## src/rtl/osw_pkg.sv

```systemverilog
package osw_pkg;

  // Descriptor word width: the highest field ends at bit 21.
  localparam int DESC_W = 22;
  localparam int LANES  = 4;

  typedef enum logic [1:0] {
    SRC_IN  = 2'd0,
    SRC_TMP = 2'd1,
    SRC_UNI = 2'd2,
    SRC_BAD = 2'd3
  } src_kind_e;

  // Low bit of the source-1 selector for lane c: lane 0 at [12:11]
  function automatic int s1_sel_lo(input int c);
    return 11 - 2 * c;
  endfunction

  // Low bit of the source-2 selector for lane c: lane 0 at [21:20]
  function automatic int s2_sel_lo(input int c);
    return 20 - 2 * c;
  endfunction

  // Mask bit that enables lane c: bit 3 is lane x
  function automatic int mask_bit(input int c);
    return 3 - c;
  endfunction

endpackage

```

## src/rtl/osw_desc_table.sv

```systemverilog
module osw_desc_table
  import osw_pkg::*;
#(
  parameter int DEPTH = 32,
  localparam int ID_W = $clog2(DEPTH)
) (
  input  logic                  clk,
  input  logic                  rst_n,
  input  logic                  ld_begin,
  input  logic                  ld_data,
  input  logic [DESC_W-1:0]     ld_word,
  input  logic [ID_W-1:0]       rd_id,
  output logic [3:0]            rd_mask,
  output logic [LANES-1:0][1:0] rd_sel1,
  output logic [LANES-1:0][1:0] rd_sel2,
  output logic [ID_W-1:0]       ptr_q
);

  logic [DESC_W-1:0] tbl_q [DEPTH];
  logic [ID_W-1:0]   ptr_nxt;

  assign ptr_nxt = (ptr_q == ID_W'(DEPTH - 1)) ? '0 : ptr_q + 1'b1;

  always_ff @(posedge clk or negedge rst_n) begin
    if (!rst_n) begin
      ptr_q <= '0;
      for (int i = 0; i < DEPTH; i++) tbl_q[i] <= '0;
    end else if (ld_begin) begin
      ptr_q <= '0;
    end else if (ld_data) begin
      tbl_q[ptr_q] <= ld_word;
      ptr_q        <= ptr_nxt;
    end
  end

  // Field extraction straight from the addressed entry (read before write)
  assign rd_mask = tbl_q[rd_id][3:0];

  for (genvar c = 0; c < LANES; c++) begin : g_lane
    assign rd_sel1[c] = tbl_q[rd_id][s1_sel_lo(c) +: 2];
    assign rd_sel2[c] = tbl_q[rd_id][s2_sel_lo(c) +: 2];
  end

endmodule

```

## src/rtl/osw_src_decode.sv

```systemverilog
module osw_src_decode
  import osw_pkg::*;
#(
  parameter int IDX_W   = 7,
  parameter bit HAS_UNI = 1'b1,
  parameter int NUM_UNI = 64,
  parameter int ROW_W   = 6
) (
  input  logic [IDX_W-1:0] idx,
  output src_kind_e        kind,
  output logic [ROW_W-1:0] row
);

  localparam int IN_LIM  = 16;
  localparam int TMP_LIM = 32;

  if (HAS_UNI) begin : g_uni
    logic [IDX_W-1:0] uoff;
    assign uoff = idx - IDX_W'(TMP_LIM);

    always_comb begin
      if (idx < IDX_W'(IN_LIM))        kind = SRC_IN;
      else if (idx < IDX_W'(TMP_LIM))  kind = SRC_TMP;
      else if (uoff < IDX_W'(NUM_UNI)) kind = SRC_UNI;
      else                             kind = SRC_BAD;
    end

    // Input and temporary rows are both the low four index bits
    assign row = (idx < IDX_W'(TMP_LIM)) ? ROW_W'(idx[3:0]) : uoff[ROW_W-1:0];
  end else begin : g_no_uni
    assign kind = (idx < IDX_W'(IN_LIM)) ? SRC_IN : SRC_TMP;
    assign row  = ROW_W'(idx[3:0]);
  end

endmodule

```

## src/rtl/osw_swizzle.sv

```systemverilog
module osw_swizzle
  import osw_pkg::*;
#(
  parameter int COMP_W = 24,
  localparam int VEC_W = LANES * COMP_W
) (
  input  logic [VEC_W-1:0]      vec_in,
  input  logic [LANES-1:0][1:0] sel,
  output logic [VEC_W-1:0]      vec_out
);

  for (genvar c = 0; c < LANES; c++) begin : g_lane
    assign vec_out[c*COMP_W +: COMP_W] = vec_in[sel[c]*COMP_W +: COMP_W];
  end

endmodule

```

## src/rtl/osw_unit.sv

```systemverilog
module osw_unit
  import osw_pkg::*;
#(
  parameter int COMP_W    = 24,
  parameter int TBL_DEPTH = 32,
  parameter int NUM_UNI   = 64,
  localparam int VEC_W     = LANES * COMP_W,
  localparam int ID_W      = $clog2(TBL_DEPTH),
  localparam int UNI_ROW_W = $clog2(NUM_UNI),
  localparam int S1_ROW_W  = (UNI_ROW_W > 4) ? UNI_ROW_W : 4
) (
  input  logic              clk,
  input  logic              rst_n,
  input  logic              cfg_wr,
  input  logic [3:0]        cfg_addr,
  input  logic [DESC_W-1:0] cfg_wdata,
  input  logic              issue_vld,
  input  logic [ID_W-1:0]   desc_id,
  input  logic [6:0]        src1_idx,
  input  logic [4:0]        src2_idx,
  input  logic [6:0]        dst_idx,
  output logic [S1_ROW_W-1:0] src1_row,
  output logic [3:0]        src2_row,
  input  logic [VEC_W-1:0]  in_rd1,
  input  logic [VEC_W-1:0]  tmp_rd1,
  input  logic [VEC_W-1:0]  uni_rd1,
  input  logic [VEC_W-1:0]  in_rd2,
  input  logic [VEC_W-1:0]  tmp_rd2,
  output logic              op_valid,
  output logic [VEC_W-1:0]  op1,
  output logic [VEC_W-1:0]  op2,
  output logic [3:0]        wr_en,
  output logic [6:0]        op_dst,
  output logic              bad_src1
);

  // Named internal events used by the checker
  logic                  ld_begin;
  logic                  ld_data;
  logic [ID_W-1:0]       tbl_ptr;
  logic [3:0]            d_mask;
  logic [LANES-1:0][1:0] d_sel1;
  logic [LANES-1:0][1:0] d_sel2;
  logic [3:0]            lane_wen;
  src_kind_e             kind1;
  src_kind_e             kind2;
  logic [VEC_W-1:0]      raw1, raw2, swz1, swz2;

  assign ld_begin = cfg_wr && (cfg_addr == 4'd0);
  assign ld_data  = cfg_wr && (cfg_addr >= 4'd1) && (cfg_addr <= 4'd8);

  osw_desc_table #(.DEPTH(TBL_DEPTH)) u_tbl (
    .clk     (clk),
    .rst_n   (rst_n),
    .ld_begin(ld_begin),
    .ld_data (ld_data),
    .ld_word (cfg_wdata),
    .rd_id   (desc_id),
    .rd_mask (d_mask),
    .rd_sel1 (d_sel1),
    .rd_sel2 (d_sel2),
    .ptr_q   (tbl_ptr)
  );

  osw_src_decode #(
    .IDX_W(7), .HAS_UNI(1'b1), .NUM_UNI(NUM_UNI), .ROW_W(S1_ROW_W)
  ) u_dec1 (
    .idx (src1_idx),
    .kind(kind1),
    .row (src1_row)
  );

  osw_src_decode #(
    .IDX_W(5), .HAS_UNI(1'b0), .NUM_UNI(NUM_UNI), .ROW_W(4)
  ) u_dec2 (
    .idx (src2_idx),
    .kind(kind2),
    .row (src2_row)
  );

  always_comb begin
    unique case (kind1)
      SRC_IN:  raw1 = in_rd1;
      SRC_TMP: raw1 = tmp_rd1;
      SRC_UNI: raw1 = uni_rd1;
      default: raw1 = '0;
    endcase
    raw2 = (kind2 == SRC_IN) ? in_rd2 : tmp_rd2;
  end

  osw_swizzle #(.COMP_W(COMP_W)) u_swz1 (
    .vec_in (raw1),
    .sel    (d_sel1),
    .vec_out(swz1)
  );

  osw_swizzle #(.COMP_W(COMP_W)) u_swz2 (
    .vec_in (raw2),
    .sel    (d_sel2),
    .vec_out(swz2)
  );

  for (genvar c = 0; c < LANES; c++) begin : g_wen
    assign lane_wen[c] = d_mask[mask_bit(c)];
  end

  always_ff @(posedge clk or negedge rst_n) begin
    if (!rst_n) begin
      op_valid <= 1'b0;
      op1      <= '0;
      op2      <= '0;
      wr_en    <= '0;
      op_dst   <= '0;
      bad_src1 <= 1'b0;
    end else begin
      op_valid <= issue_vld;
      if (issue_vld) begin
        op1      <= swz1;
        op2      <= swz2;
        wr_en    <= lane_wen;
        op_dst   <= dst_idx;
        bad_src1 <= (kind1 == SRC_BAD);
      end else begin
        wr_en    <= '0;
        bad_src1 <= 1'b0;
      end
    end
  end

endmodule

```

## config.mk

```make
export PLATFORM = sky130hd
export DESIGN_NAME = osw_unit
export DESIGN_NICKNAME = d
export VERILOG_FILES = /design/src/rtl/osw_pkg.sv /design/src/rtl/osw_desc_table.sv /design/src/rtl/osw_src_decode.sv /design/src/rtl/osw_swizzle.sv /design/src/rtl/osw_unit.sv
export SDC_FILE = /design/constraint.sdc
export NUM_CORES = 2
export LEC_CHECK = 0
export CAP_MARGIN = 20
export CORE_AREA = 3 3 292 294
export CTS_CLUSTER_DIAMETER = 100
export DETAILED_ROUTE_END_ITERATION = 10
export DIE_AREA = 0 0 295 297
export PLACE_DENSITY = 0.93
export SLEW_MARGIN = 20
export SYNTH_ARGS = -nofsm -noshare
export SYNTH_HDL_FRONTEND = slang
export SYNTH_SLANG_ARGS = --single-unit
```

## constraint.sdc

```tcl
create_clock -name clk -period 3.3 [get_ports clk]
set_input_delay 0.33 -clock clk [delete_from_list [all_inputs] [get_ports clk]]
set_output_delay 0.33 -clock clk [all_outputs]
set_load 0.01 [all_outputs]
```

==> flow_summary.toml <==
[synthesis]
synth_warnings = 0
syn-cell-area_um2 = 45900
synth-edff-count = 0
syn_avg_cell_area_um2 = 13.0
ys.flop_type = "dfrtp_1"
synthesis.instances = 3524
yosysSeqAreaShare = 0.464
synth-seq-cells = 850
synth.distinct_cells = 42
syn_nets = 4067
async_flop_share = 1.00

[cts]
insertion_delay_ns = 0.65
cts_root_buffer = "clkbuf_16"
cts_inserted_buffers = 88
ctsLongestPathBuffers = 3
post_cts.repair.setup_buffers = 0
cts-hold-fix-buffers = 1
cts_sinks = 850
post_cts_resized = 0
htreeDepth = 3
path_clk_slew_ns = 0.06
tritoncts = "built"

[drt]
wl_um = 188000
wl_per_cell_um = 34.9
first_iter_violations = 4427
drtPass1Iterations = 6
routed_via_density = 6.77
remaining_drc_errors = 0
detail-route-antenna-nets = 0
vias = 36400

[layout]
area_growth_pct = 26.3
final_nets = 4718
final_util = 0.697
fillers = 5443
regArea_um2 = 21300
mostFrequentLayoutCells = "dfrtp_1 (850), mux2_2 (840), clkdlybuf4s50_1 (720)"
drive_above_1_share = 0.330
multi_input_area_um2 = 22800
layout_commonest_cell = "dfrtp_1"

[setup_path]
worstPathMaxFanout = 40
crit_required_ns = 3.80
ff2ff_path_depth = 7
arrival_ns = 3.43
rrSetupSlack_ns = 0.37
start_kind = "flop"
path_class = "flop to flop"
crit_path_end_kind = "flop"
r2r-start = "u_tbl.tbl_q[5]"
r2r-end = "op1[87]"

[sta]
finalCritPeriodShare = 0.888
hold_violations = 0
tightest_slew_ns = 1.20
skew_ns = 0.0158
drv_slew = 0
period_needed_ns = 2.93
rsz0062_at_grt = "false"
relSlewSlack = 0.195
finalSetupTns_ns = 0
fmax_ghz = 0.341
finalSetupViolCount = 0

[die]
rows = 106
die_w_um = 295
initial_utilization = 0.552
die_y_um = 297
dieArea_um2 = 87600
io_pins = 749
floorplan.core_area_um2 = 83200

[global_routing]
antenna_found_initial = 71
first_global_vias = 36300
grt.total_usage = 0.417
grt_max_degree = 92
grt_pass1_wl_um = 264000
grt_remaining_overflow = 0

[power_and_ir_drop]
p_leak_nw = 26.1
peakVddDrop_uv = 579
power_density_nw_per_um2 = 617

[min_path]
hp-class = "input pin to async pin"

[flow_run]
maxCapViolations = 0

[place]
dpl.hpwl_um = 133000
globalplace.congestion = 1.05
portBuffers = 730

[run_status]
status = "complete, no violations"
==> cell usage after synthesis (16+ instances only) <==
cell type | count | area share
a32oi_1 | 16 | 0.0031
o221ai_1 | 124 | 0.024
dfrtp_1 | 850 | 0.46
buf_4 | 35 | 0.0057
mux4_2 | 104 | 0.051
buf_1 | 43 | 0.0035
a21oi_1 | 32 | 0.0035
o221ai_2 | 68 | 0.022
buf_6 | 23 | 0.0056
nand2_1 | 248 | 0.020
buf_2 | 52 | 0.0057
mux2i_1 | 532 | 0.12
nor2_1 | 137 | 0.011
clkbuf_1 | 177 | 0.014
a22oi_1 | 160 | 0.026
mux2_2 | 840 | 0.21
==> sequential cells by signal (all words and copies together), names as in the netlist <==
| name | cells |
|---|---|
| u_tbl.tbl_q | 640 |
| op_dst | 7 |
| op2 | 96 |
| op_valid | 1 |
| bad_src1 | 1 |
| wr_en | 4 |
| u_tbl.ptr_q | 5 |
| op1 | 96 |
==> metal layers <==
metal  vias up  GRT usage  wire length, um  part of all wire
met3       494      0.164            24900              0.13
met5         -     0.0194              129           0.00069
met4        20      0.197            10000             0.053
li1      14500          -                -                 -
met2      2632      0.603            81400              0.43
met1     18800      0.550            71300              0.38
==> worst max-delay path, cell delays in order (launching register included) <==
cell	delay [ns]
dfrtp_1	0.37
mux2i_1	0.08
a22oi_1	0.36
a21oi_1	0.17
nor4_4	0.94
buf_12	0.37
mux2i_1	0.25
o221ai_1	0.16
==> power by group <==
group	switching, mW	internal, mW
Clock	4.39	6.17
Sequential	1.61	13.0
Combinational	5.08	5.55
==> kinds of logic (layout without fill, tap and decap cells) <==
family | count (synthesis) | in the layout | share of synthesized area
AO/OA/AOI/OAI | 408 | 408 | 0.0798
multiplexers | 1476 | 1476 | 0.373
AND/OR/NAND/NOR | 424 | 424 | 0.0395
adder cells (fa/ha/maj) | 9 | 9 | 0.00245
flip-flops | 850 | 850 | 0.464
other | 0 | 53 | 0
buffers and inverters | 357 | 1076 | 0.0414
==> final cells by class <==
type,count,share of cell area
timing repair buffer,912,0.161
clock buffer,117,0.0436
multi-input combinational,2317,0.394
antenna,53,0.00229
sequential,850,0.367
clock inverter,41,0.00863
tap,1080,0.0233
inverter,6,0.000475
==> per-stage QoR <==
stage	worst slack [ns]	hold slack, ns	std cells	total power, mW	area [um2]
floorplan	0.887	0.0344	3524	20.4	45900
finish	0.369	0.278	5376	35.8	58000
global placement	0.174	0.412	5164	24.3	54800
CTS	0.449	0.270	5323	35.5	57900
global route	0.321	0.294	5363	36.9	57900
detailed placement	0.0380	0.419	5164	25.0	54800
==> worst max path at each step <==
stage                               from  endpoint  slack [ns]  cells past startpoint
after floorplan               desc_id[0]  wr_en[0]        0.89                      8
after global placement        desc_id[4]   op2[29]        0.17                      8
after detailed placement      desc_id[4]   op2[32]        0.04                      8
after CTS                 u_tbl.tbl_q[5]   op1[84]        0.45                      7
after global routing      u_tbl.tbl_q[5]   op1[90]        0.32                      7
final                     u_tbl.tbl_q[5]   op1[87]        0.37                      7
Power figures use the tool's default switching activity.
